==> config.mk <==
export PLATFORM = sky130hd
export DESIGN_NAME = tlb_xlate
export DESIGN_NICKNAME = d
export VERILOG_FILES = /design/src/rtl/tlb_pkg.sv /design/src/rtl/tlb_match.sv /design/src/rtl/tlb_victim.sv /design/src/rtl/tlb_xlate.sv
export SDC_FILE = /design/constraint.sdc
export NUM_CORES = 1
export LEC_CHECK = 0
export BUFFER_PORTS_ARGS = -buffer_cell sky130_fd_sc_hd__buf_2
export CAP_MARGIN = 10
export CORE_UTILIZATION = 60
export DETAILED_ROUTE_END_ITERATION = 16
export PLACE_DENSITY_LB_ADDON = 0.1
export SLEW_MARGIN = 25
export SYNTH_ARGS = -nofsm -noshare
export SYNTH_HDL_FRONTEND = slang
export SYNTH_SLANG_ARGS = --single-unit
export TNS_END_PERCENT = 20
==> constraint.sdc <==
create_clock -name clk_i -period 6.28 [get_ports clk_i]
set_input_delay 0.314 -clock clk_i [delete_from_list [all_inputs] [get_ports clk_i]]
set_output_delay 0.314 -clock clk_i [all_outputs]
set_load 0.01 [all_outputs]
==> src/rtl/tlb_pkg.sv <==
package tlb_pkg;
  localparam int VA_W      = 32;
  localparam int PAGE_BITS = 12;
  localparam int VPN_W     = VA_W - PAGE_BITS;
  localparam int PFN_W     = 20;
  localparam int PA_W      = PFN_W + PAGE_BITS;

  typedef struct packed {
    logic             modified;
    logic             writable;
    logic             kernel;
    logic [PFN_W-1:0] frame;
  } pte_t;
endpackage

==> src/rtl/tlb_match.sv <==
module tlb_match #(
  parameter int N     = 8,
  parameter int KEY_W = 20,
  localparam int IDX_W = (N > 1) ? $clog2(N) : 1
) (
  input  logic [KEY_W-1:0]        key_i,
  input  logic [N-1:0][KEY_W-1:0] tags_i,
  input  logic [N-1:0]            valid_i,
  output logic                    hit_o,
  output logic [IDX_W-1:0]        idx_o
);
  logic [N-1:0] eq;

  for (genvar g = 0; g < N; g++) begin : g_cmp
    assign eq[g] = valid_i[g] && (tags_i[g] == key_i);
  end

  always_comb begin
    idx_o = '0;
    for (int i = N - 1; i >= 0; i--)
      if (eq[i]) idx_o = IDX_W'(i);
  end

  assign hit_o = |eq;


  always_comb match_unique_chk: assert ($onehot0(eq) || $isunknown(eq));
endmodule

==> src/rtl/tlb_victim.sv <==
module tlb_victim #(
  parameter int N = 8,
  localparam int IDX_W = (N > 1) ? $clog2(N) : 1
) (
  input  logic             clk_i,
  input  logic             rst_ni,
  input  logic [N-1:0]     valid_i,
  input  logic             adv_i,
  input  logic             clear_i,
  output logic [IDX_W-1:0] victim_o
);
  logic [IDX_W-1:0] ptr_q;
  logic [IDX_W-1:0] free_idx;
  logic             any_free;

  always_comb begin
    free_idx = '0;
    any_free = 1'b0;
    for (int i = N - 1; i >= 0; i--)
      if (!valid_i[i]) begin
        free_idx = IDX_W'(i);
        any_free = 1'b1;
      end
  end

  assign victim_o = any_free ? free_idx : ptr_q;

  always_ff @(posedge clk_i or negedge rst_ni) begin
    if (!rst_ni)      ptr_q <= '0;
    else if (clear_i) ptr_q <= '0;
    else if (adv_i)   ptr_q <= (ptr_q == IDX_W'(N - 1)) ? '0 : ptr_q + 1'b1;
  end


  property adv_only_full_p;
    @(posedge clk_i) disable iff (!rst_ni) adv_i |-> (&valid_i);
  endproperty
  adv_only_full_chk: assert property (adv_only_full_p);


  property ptr_steps_p;
    @(posedge clk_i) disable iff (!rst_ni)
      (adv_i && !clear_i && ptr_q != IDX_W'(N - 1)) |=> ptr_q == $past(ptr_q) + 1'b1;
  endproperty
  ptr_steps_chk: assert property (ptr_steps_p);
endmodule

==> src/rtl/tlb_xlate.sv <==
module tlb_xlate
  import tlb_pkg::*;
#(
  parameter int ENTRIES = 8,
  localparam int IDX_W = (ENTRIES > 1) ? $clog2(ENTRIES) : 1
) (
  input  logic             clk_i,
  input  logic             rst_ni,
  input  logic             lookup_valid_i,
  input  logic [VA_W-1:0]  vaddr_i,
  input  logic             write_i,
  input  logic             user_i,
  output logic             hit_o,
  output logic             miss_o,
  output logic             prot_fault_o,
  output logic [PA_W-1:0]  paddr_o,
  output logic             pte_writable_o,
  output logic             pte_kernel_o,
  output logic             pte_modified_o,
  output logic             wb_req_o,
  input  logic             fill_valid_i,
  input  logic [VPN_W-1:0] fill_vpn_i,
  input  logic             fill_present_i,
  input  logic             fill_modified_i,
  input  logic             fill_writable_i,
  input  logic             fill_kernel_i,
  input  logic [PFN_W-1:0] fill_frame_i,
  output logic             page_fault_o,
  input  logic             flush_i
);
  logic [ENTRIES-1:0]            valid_q;
  logic [ENTRIES-1:0][VPN_W-1:0] vpn_q;
  pte_t [ENTRIES-1:0]            pte_q;

  logic             lk_hit, fl_hit;
  logic [IDX_W-1:0] lk_idx, fl_idx, vic_idx, fill_idx;
  pte_t             sel;
  logic             perm_bad, look_ok, look_bad, set_mod, install, adv;

  tlb_match #(.N(ENTRIES), .KEY_W(VPN_W)) u_look (
    .key_i(vaddr_i[VA_W-1:PAGE_BITS]), .tags_i(vpn_q), .valid_i(valid_q),
    .hit_o(lk_hit), .idx_o(lk_idx)
  );

  tlb_match #(.N(ENTRIES), .KEY_W(VPN_W)) u_fill (
    .key_i(fill_vpn_i), .tags_i(vpn_q), .valid_i(valid_q),
    .hit_o(fl_hit), .idx_o(fl_idx)
  );

  tlb_victim #(.N(ENTRIES)) u_victim (
    .clk_i, .rst_ni, .valid_i(valid_q), .adv_i(adv), .clear_i(flush_i),
    .victim_o(vic_idx)
  );

  assign sel      = pte_q[lk_idx];
  assign perm_bad = (write_i && !sel.writable) || (user_i && sel.kernel);
  assign look_ok  = lookup_valid_i && lk_hit && !perm_bad;
  assign look_bad = lookup_valid_i && lk_hit && perm_bad;
  assign set_mod  = look_ok && write_i && !sel.modified;
  assign install  = fill_valid_i && fill_present_i && !flush_i;
  assign fill_idx = fl_hit ? fl_idx : vic_idx;
  assign adv      = install && !fl_hit && (&valid_q);

  always_ff @(posedge clk_i or negedge rst_ni) begin
    if (!rst_ni) begin
      valid_q <= '0;
      vpn_q   <= '0;
      pte_q   <= '0;
    end else if (flush_i) begin
      valid_q <= '0;
    end else begin
      if (set_mod) pte_q[lk_idx].modified <= 1'b1;
      if (install) begin                       // refill wins over same-slot update
        valid_q[fill_idx] <= 1'b1;
        vpn_q[fill_idx]   <= fill_vpn_i;
        pte_q[fill_idx]   <= '{modified: fill_modified_i, writable: fill_writable_i,
                               kernel: fill_kernel_i, frame: fill_frame_i};
      end
    end
  end

  always_ff @(posedge clk_i or negedge rst_ni) begin
    if (!rst_ni) begin
      hit_o <= 1'b0; miss_o <= 1'b0; prot_fault_o <= 1'b0; paddr_o <= '0;
      pte_writable_o <= 1'b0; pte_kernel_o <= 1'b0; pte_modified_o <= 1'b0;
      wb_req_o <= 1'b0; page_fault_o <= 1'b0;
    end else begin
      hit_o          <= look_ok;
      miss_o         <= lookup_valid_i && !lk_hit;
      prot_fault_o   <= look_bad;
      paddr_o        <= look_ok ? {sel.frame, vaddr_i[PAGE_BITS-1:0]} : '0;
      pte_writable_o <= (look_ok || look_bad) && sel.writable;
      pte_kernel_o   <= (look_ok || look_bad) && sel.kernel;
      pte_modified_o <= (look_ok || look_bad) && (sel.modified || set_mod);
      wb_req_o       <= set_mod;
      page_fault_o   <= fill_valid_i && !fill_present_i && !flush_i;
    end
  end


  property one_result_p;
    @(posedge clk_i) disable iff (!rst_ni) $onehot0({hit_o, miss_o, prot_fault_o});
  endproperty
  one_result_chk: assert property (one_result_p);


  property lookup_answers_p;
    @(posedge clk_i) disable iff (!rst_ni) lookup_valid_i |=> (hit_o || miss_o || prot_fault_o);
  endproperty
  lookup_answers_chk: assert property (lookup_answers_p);


  property offset_kept_p;
    @(posedge clk_i) disable iff (!rst_ni)
      lookup_valid_i |=> (!hit_o || paddr_o[PAGE_BITS-1:0] == $past(vaddr_i[PAGE_BITS-1:0]));
  endproperty
  offset_kept_chk: assert property (offset_kept_p);


  property no_install_on_fault_p;
    @(posedge clk_i) disable iff (!rst_ni)
      (fill_valid_i && !fill_present_i && !flush_i && !fl_hit) |=> valid_q == $past(valid_q);
  endproperty
  no_install_on_fault_chk: assert property (no_install_on_fault_p);


  property wb_needs_write_hit_p;
    @(posedge clk_i) disable iff (!rst_ni) wb_req_o |-> (hit_o && pte_modified_o && pte_writable_o);
  endproperty
  wb_needs_write_hit_chk: assert property (wb_needs_write_hit_p);


  property flush_empties_p;
    @(posedge clk_i) disable iff (!rst_ni) flush_i |=> valid_q == '0;
  endproperty
  flush_empties_chk: assert property (flush_empties_p);


  property ro_write_blocked_p;
    @(posedge clk_i) disable iff (!rst_ni) (hit_o && !pte_writable_o) |-> !wb_req_o;
  endproperty
  ro_write_blocked_chk: assert property (ro_write_blocked_p);
endmodule

* After elaboration in Yosys (flattened, before gate mapping) *
Index checks and enable logic that the tools add are counted.

word-level totals
  bits of input ports = 83
  logic and storage cells = 182
  register bits after elaboration = 395

operators by class
  multiplexer cells = 56
  $add $sub $neg = 1
  bitwise operators = 2
  $lt $le $gt $ge = 4
  equal/unequal tests = 17
  reduce and logical (&&, ||, !) cells = 51

operators with widths
  kind                                                 number
  2-to-1 mux 184 bit                                   3
  bitwise mux 184 bit                                  2
  equality test 20 bit                                 16
  bitwise mux 160 bit                                  1
  demux 23 bit (select 3 bit)                          2
  2-to-1 mux 3 bit                                     29
  binary-select mux 23 bit (select 3 bit)              1
  2-to-1 mux 23 bit                                    3
  demux 20 bit (select 3 bit)                          1
  logical AND 1 bit                                    35
  2-to-1 mux 32 bit                                    1
  2-to-1 mux 20 bit                                    1
  2-to-1 mux 8 bit                                     2
  OR reduction 8 bit                                   2
  2-to-1 mux 1 bit                                     9
  < comparator 3 x 4 -> 1 bit, second input constant   2
  bitwise OR 8 bit                                     1
  AND reduction 8 bit                                  1
  zero test 1 bit                                      7
  >= comparator 3 x 1 -> 1 bit, second input constant  2
  nonzero test 2 bit                                   2
  adder 3 x 1 -> 3 bit, second input constant          1
  demux 1 bit (select 3 bit)                           1
  equality test 3 bit, second input constant           1
  3 further kinds                                      5

* Longest topological paths before layout *
  depth after elaboration = 23
  depth in mapped cells = 13
  mapped depth without buffers = 9

* Cells and area by module *
A second synthesis with hierarchy kept.

second synthesis, totals
  cell total of the unflattened synthesis = 1577
  area total of the unflattened synthesis = 20073.0 um2

modules (own cells, without submodules)
  module      area each (um2)  seq. area each (um2)  cells each  times used
  tlb_xlate   15867.7          9809.4                1051        1
  tlb_match   1988.2           0.0                   249         2
  tlb_victim  229.0            75.1                  28          1

* Worst setup path before layout *
No wires, ideal clock.

  kind = input to register
  start point = in fill_vpn_i[9]
  end point = reg pte_q[69] (netlist bit)
  arrival = 2.809 ns
  required time = 6.155 ns
  path buffers = 3
  stages = 12
  setup slack = 3.347 ns
  path through = buf_2 xor2_1 nor4_1 nand4_1 or4_4 nand4_1 nor2_1 o21a_1 clkbuf_1 o211ai_2 buf_2 mux2_2

on the way
  word-level cells in the longest chain between the ends = 17
  elaborated cells between the ends (all ways) = 33
  classes of those cells = 2 x order compare; 8 x eq/ne; 13 x mux; 10 x reduce/logical

RTL lines
  element                                                                                                   RTL line         text
  start: declaration                                                                                        tlb_xlate.sv:22  input logic [VPN_W-1:0] fill_vpn_i,
  equality test 20 bit                                                                                      tlb_match.sv:15  assign eq[g] = valid_i[g] && (tags_i[g] == key_i);
  logical AND 1 bit                                                                                         tlb_match.sv:15
  2-to-1 mux 3 bit (8 in a row)                                                                             tlb_match.sv:21  if (eq[i]) idx_o = IDX_W'(i);
  2-to-1 mux 3 bit *                                                                                        tlb_xlate.sv:61  assign fill_idx = fl_hit ? fl_idx : vic_idx;
  < comparator 3 x 4 -> 1 bit (not written as such) / >= comparator 3 x 1 -> 1 bit (equally long branches)  tlb_xlate.sv:76  pte_q[fill_idx] <= '{modified: fill_modified_i, writable: fill_writable_i,
  logical AND 1 bit (not written as such)                                                                   tlb_xlate.sv:76
  2-to-1 mux 23 bit (not written as such)                                                                   tlb_xlate.sv:76
  demux 23 bit (select 3 bit) *                                                                             tlb_xlate.sv:76
  bitwise mux 184 bit *                                                                                     tlb_xlate.sv:76
  2-to-1 mux 184 bit *                                                                                      tlb_xlate.sv:73  if (install) begin
  end signal: indexed assignment                                                                            tlb_xlate.sv:76
  end: declaration                                                                                          tlb_xlate.sv:33  pte_t [ENTRIES-1:0] pte_q;

Mark *: on every way between the ends. The rest lies on a longest branch, timed or not.
A chain may end at the register's enable or synchronous reset.

* Worst setup path after layout *
  start point = reg vpn_q[59] (netlist bit)
  end point = reg vpn_q[47] (netlist bit)

on the way
  word-level cells in the longest chain between the ends = 11
  elaborated cells between the ends (all ways) = 13
  classes of those cells = 2 x order compare; 1 x eq/ne; 7 x mux; 3 x reduce/logical

RTL lines
  element                                                                                                   RTL line         text
  start: declaration                                                                                        tlb_xlate.sv:32  logic [ENTRIES-1:0][VPN_W-1:0] vpn_q;
  start signal: indexed assignment                                                                          tlb_xlate.sv:75  vpn_q[fill_idx] <= fill_vpn_i;
  equality test 20 bit *                                                                                    tlb_match.sv:15
  logical AND 1 bit *                                                                                       tlb_match.sv:15
  2-to-1 mux 3 bit (3 in a row)                                                                             tlb_match.sv:21
  2-to-1 mux 3 bit *                                                                                        tlb_xlate.sv:61
  < comparator 3 x 4 -> 1 bit (not written as such) / >= comparator 3 x 1 -> 1 bit (equally long branches)  tlb_xlate.sv:75
  logical AND 1 bit (not written as such)                                                                   tlb_xlate.sv:75
  2-to-1 mux 20 bit (not written as such)                                                                   tlb_xlate.sv:75
  demux 20 bit (select 3 bit) *                                                                             tlb_xlate.sv:75
  bitwise mux 160 bit *                                                                                     tlb_xlate.sv:75

Marked as above.

==> metrics.md <==
| Metric | Value |
|---|---|
| Arr. time, crit path | 5.04 ns |
| RSZ-0062 raised after global routing | false |
| Synthesized Nets | 1803 |
| Final TNS setup | 0 ns |
| Total power | 6.12 mW |
| CP Cell Sequence | xnor2_1 > nand4_1 > nor4_1 > nand4_1 > and3_1 > a221oi_1 > nor2b_1 > nand3b_2 > buf_4 > mux2_2 |
| Global-route wire length before repair | 92000 µm |
| Crit end category | flop |
| Hold_sp | vaddr_i[11] |
| Root buffer cell | clkbuf_16 |
| Final HPWL DP | 40600 µm |
| Pwr dens | 268 nW/µm² |
| Min cycle time layout | 4.61 ns |
| Cell Area, Synth | 20600 µm² |
| Grt total ovfl | 0 |
| I/O Buffers | 122 |
| Reg2Reg Launch Point | vpn_q[59]$_DFFE_PN0P_ |
| Number of antenna diodes | 0 |
| Critical path required time | 6.70 ns |
| Crit-path slowest cell | nand3b_2 |
| Cts bufs inserted | 42 |
| Register area share after synthesis | 0.479 |
| Initial drt markers | 1334 |
| Worst Hold Path EP | paddr_o[11]$_DFF_PN0_ |
| DRT Wirelength | 60800 µm |
| Pin count of the biggest net entering global routing | 160 |
| CTS tree | yes |
| Leakage power | 10.5 nW |
| Syn Area/Cell | 12.0 µm² |
| Top-area cell type share of the netlist area | 0.479 |
| Leading area contributor after synthesis | dfrtp_1 |
| Ys async rst share | 1.00 |
| Synthesis-to-layout area growth | 10.5% |
| Cell Count, Final, Fillers Out | 2270 |
| Max clock buf depth | 3 |
| Clock slew at reported path FFs | 0.06 ns |
| Core region area | 33700 µm² |
| Synth top area cells | dfrtp_1 48%, mux2_2 18%, xnor2_1 11% |
| Crit path top cell by count | nand4_1 |
| DR DRC count | 0 |
| Syn. warnings | 0 |
| Starting Density | 0.613 |
| Critical path startpoint category | flop |
| Critical Path Max Stage Delay | 0.76 ns |
| Mapped Cells | 1719 |
| Vias after detailed routing | 14498 |
| Placed cells | 2192 |
| Die height | 187 µm |
| Number of nets in the layout | 1875 |
| WS Path Type | flop to flop |
| Placer Congestion | 0.958 |
| Post-synth EDFFs | 0 |
| Clock skew | 0.0257 ns |
| Slew HR | 0.279 |
| Highest clock rate | 217 MHz |
| Synth unique cells | 70 |
| Worst hold-check path type | primary input to flop |
| FF+latch count, synth | 395 |
| TritonRoute pass-1 iters | 5 |
| Global-route usage over all layers | 0.352 |
| Row count | 67 |
| Post-route ant nets | 0 |
| R2R Path End | vpn_q[47]$_DFFE_PN0P_ |
| R2R depth | 10 |
| Worst Tran Pin Value | 1.08 ns |
| Slew Limit Fails | 0 |
| Worst Path Max Fanout | 22 |
| Share of cells above drive strength 1 | 0.317 |
| Clk_lat worst skew | 0.56 ns |
| Top_reg_cell synth | dfrtp_1 |
| Die X | 187 µm |
| Final Hold Fails | 0 |
| Max Cap Viol | 0 |
| Setup slack, reg-to-reg | 1.67 ns |
| Final setup fails | 0 |
| Status | complete, no violations |
| Max VDD drop | 0.000241 V |
| WL/cell | 26.8 µm |
| Die ar. | 35200 µm² |
| Tcrit/Tclk final | 0.735 |
| Hold depth | 2 |
| Clock sink count | 395 |
| Vias in the first global route | 14431 |
| H-tree lvl count | 2 |
| I/O pin total | 123 |
| Via density | 6.39 |
| Initial antenna violation count | 1 |
-- layout make-up --
cell class              count  area (µm²)
inverters                  33         124
fillers                  2576       10900
clock inverters            13         100
repair buffers            148         865
multi-input cells        1171       10100
clock buffers              62        1230
flip-flops and latches    395        9880
well taps                 448         561
-- layer usage --
layer | wire length, µm | vias up | track usage
li1 | - | 6329 | -
met1 | 27600 | 7410 | 0.523
met2 | 26700 | 634 | 0.527
met3 | 4680 | 123 | 0.0638
met4 | 1790 | 2 | 0.104
met5 | 13 | - | 0
-- power breakdown --
group	leakage (nW)	internal (mW)	switching, mW
Sequential	5.32	2.73	0.159
Clock	0.659	1.40	1.03
Combinational	4.48	0.376	0.431
Total	10.5	4.50	1.62
-- Yosys cell counts (all sizes together) (3+ instances only) --
cell and instances:
a211o 11, a211oi 15, a21boi 4, a21oi 6
a2bb2oi 4, a31oi 8, and2 5, and3 19
and4 6, and4b 5, buf 103, clkbuf 17
dfrtp 395, inv 33, mux2 338, mux2i 20
nand2 26, nand2b 10, nand3 30, nand3b 3
nand4 95, nor2 42, nor2b 7, nor3 12
nor3b 5, nor4 32, nor4b 14, o2111ai 11
o211ai 10, o21ai 35, o221ai 4, o22a 15
o22ai 18, or2 7, or3b 3, or4 4
xnor2 258, xor2 65
-- stage by stage --
| stage | util | hold slack, ns | setup WS [ns] | instance area (µm²) |
|---|---|---|---|---|
| after floorplan | - | 0.0184 | 3.35 | 20600 |
| after global placement | 0.637 | 0.375 | 1.58 | 21500 |
| after detailed placement | 0.637 | 0.388 | 1.54 | 21500 |
| after CTS | 0.677 | 0.00520 | 1.79 | 22800 |
| after global routing | 0.677 | 0.00601 | 1.47 | 22800 |
| final | 0.677 | 0.0179 | 1.67 | 22800 |
-- layout by cell type, fill, tap and decap left out, types with 20 or more instances in the layout --
cell / synthesis / routed
dfrtp_1: 395 / 395
mux2_2: 338 / 338
xnor2_1: 258 / 258
buf_2: 90 / 121
nand4_1: 95 / 95
xor2_1: 65 / 65
clkbuf_16: 0 / 43
nor2_1: 41 / 41
inv_1: 33 / 33
o21ai_0: 33 / 33
nor4_1: 32 / 32
nand3_1: 26 / 26
nand2_1: 26 / 26
mux2i_1: 20 / 20
-- worst max path at each step --
| stage | from | end | slack, ns |
|---|---|---|---|
| final | vpn_q[59]$_DFFE_PN0P_ | vpn_q[47]$_DFFE_PN0P_ | 1.67 |
| after global routing | vpn_q[1]$_DFFE_PN0P_ | vpn_q[47]$_DFFE_PN0P_ | 1.47 |
| after CTS | vpn_q[103]$_DFFE_PN0P_ | vpn_q[47]$_DFFE_PN0P_ | 1.79 |
| after detailed placement | fill_vpn_i[3] | vpn_q[48]$_DFFE_PN0P_ | 1.54 |
| after global placement | fill_vpn_i[15] | vpn_q[41]$_DFFE_PN0P_ | 1.58 |
| after floorplan | fill_vpn_i[9] | pte_q[69]$_DFFE_PN0P_ | 3.35 |
-- logic make-up (layout without fill, tap and decap cells) --
kind of cell / Yosys count / in the layout / synth area share
AO/OA/AOI/OAI: 161 / 161 / 0.0582
XOR/XNOR: 323 / 323 / 0.137
adder cells (fa/ha/maj): 1 / 1 / 0.000606
buffers and inverters: 153 / 256 / 0.0355
flip-flops: 395 / 395 / 0.479
multiplexers: 358 / 358 / 0.194
AND/OR/NAND/NOR: 328 / 328 / 0.0958
-- registers in the layout, summed over array words and instances, names as in the netlist --
name / cells
vpn_q: 160
miss_o: 1
prot_fault_o: 1
pte_q: 184
pte_modified_o: 1
pte_writable_o: 1
wb_req_o: 1
hit_o: 1
paddr_o: 32
pte_kernel_o: 1
valid_q: 8
u_victim.ptr_q: 3
page_fault_o: 1
-- worst max-delay path, delay by kind of cell, from the launching register on --
family,cells,cell delay (ns)
flops,1,0.42
xor+xnor,1,0.25
compound gates,1,0.36
mux,1,0.29
buf+inv,1,0.48
simple gates,6,2.66
-- repair_timing --
item	CTS	global route
endpoints found under the hold margin	90	0
gates resized for setup	0	0
hold buffers	3	0
buffers inserted	0	0
(Power assumes the default switching activity.)
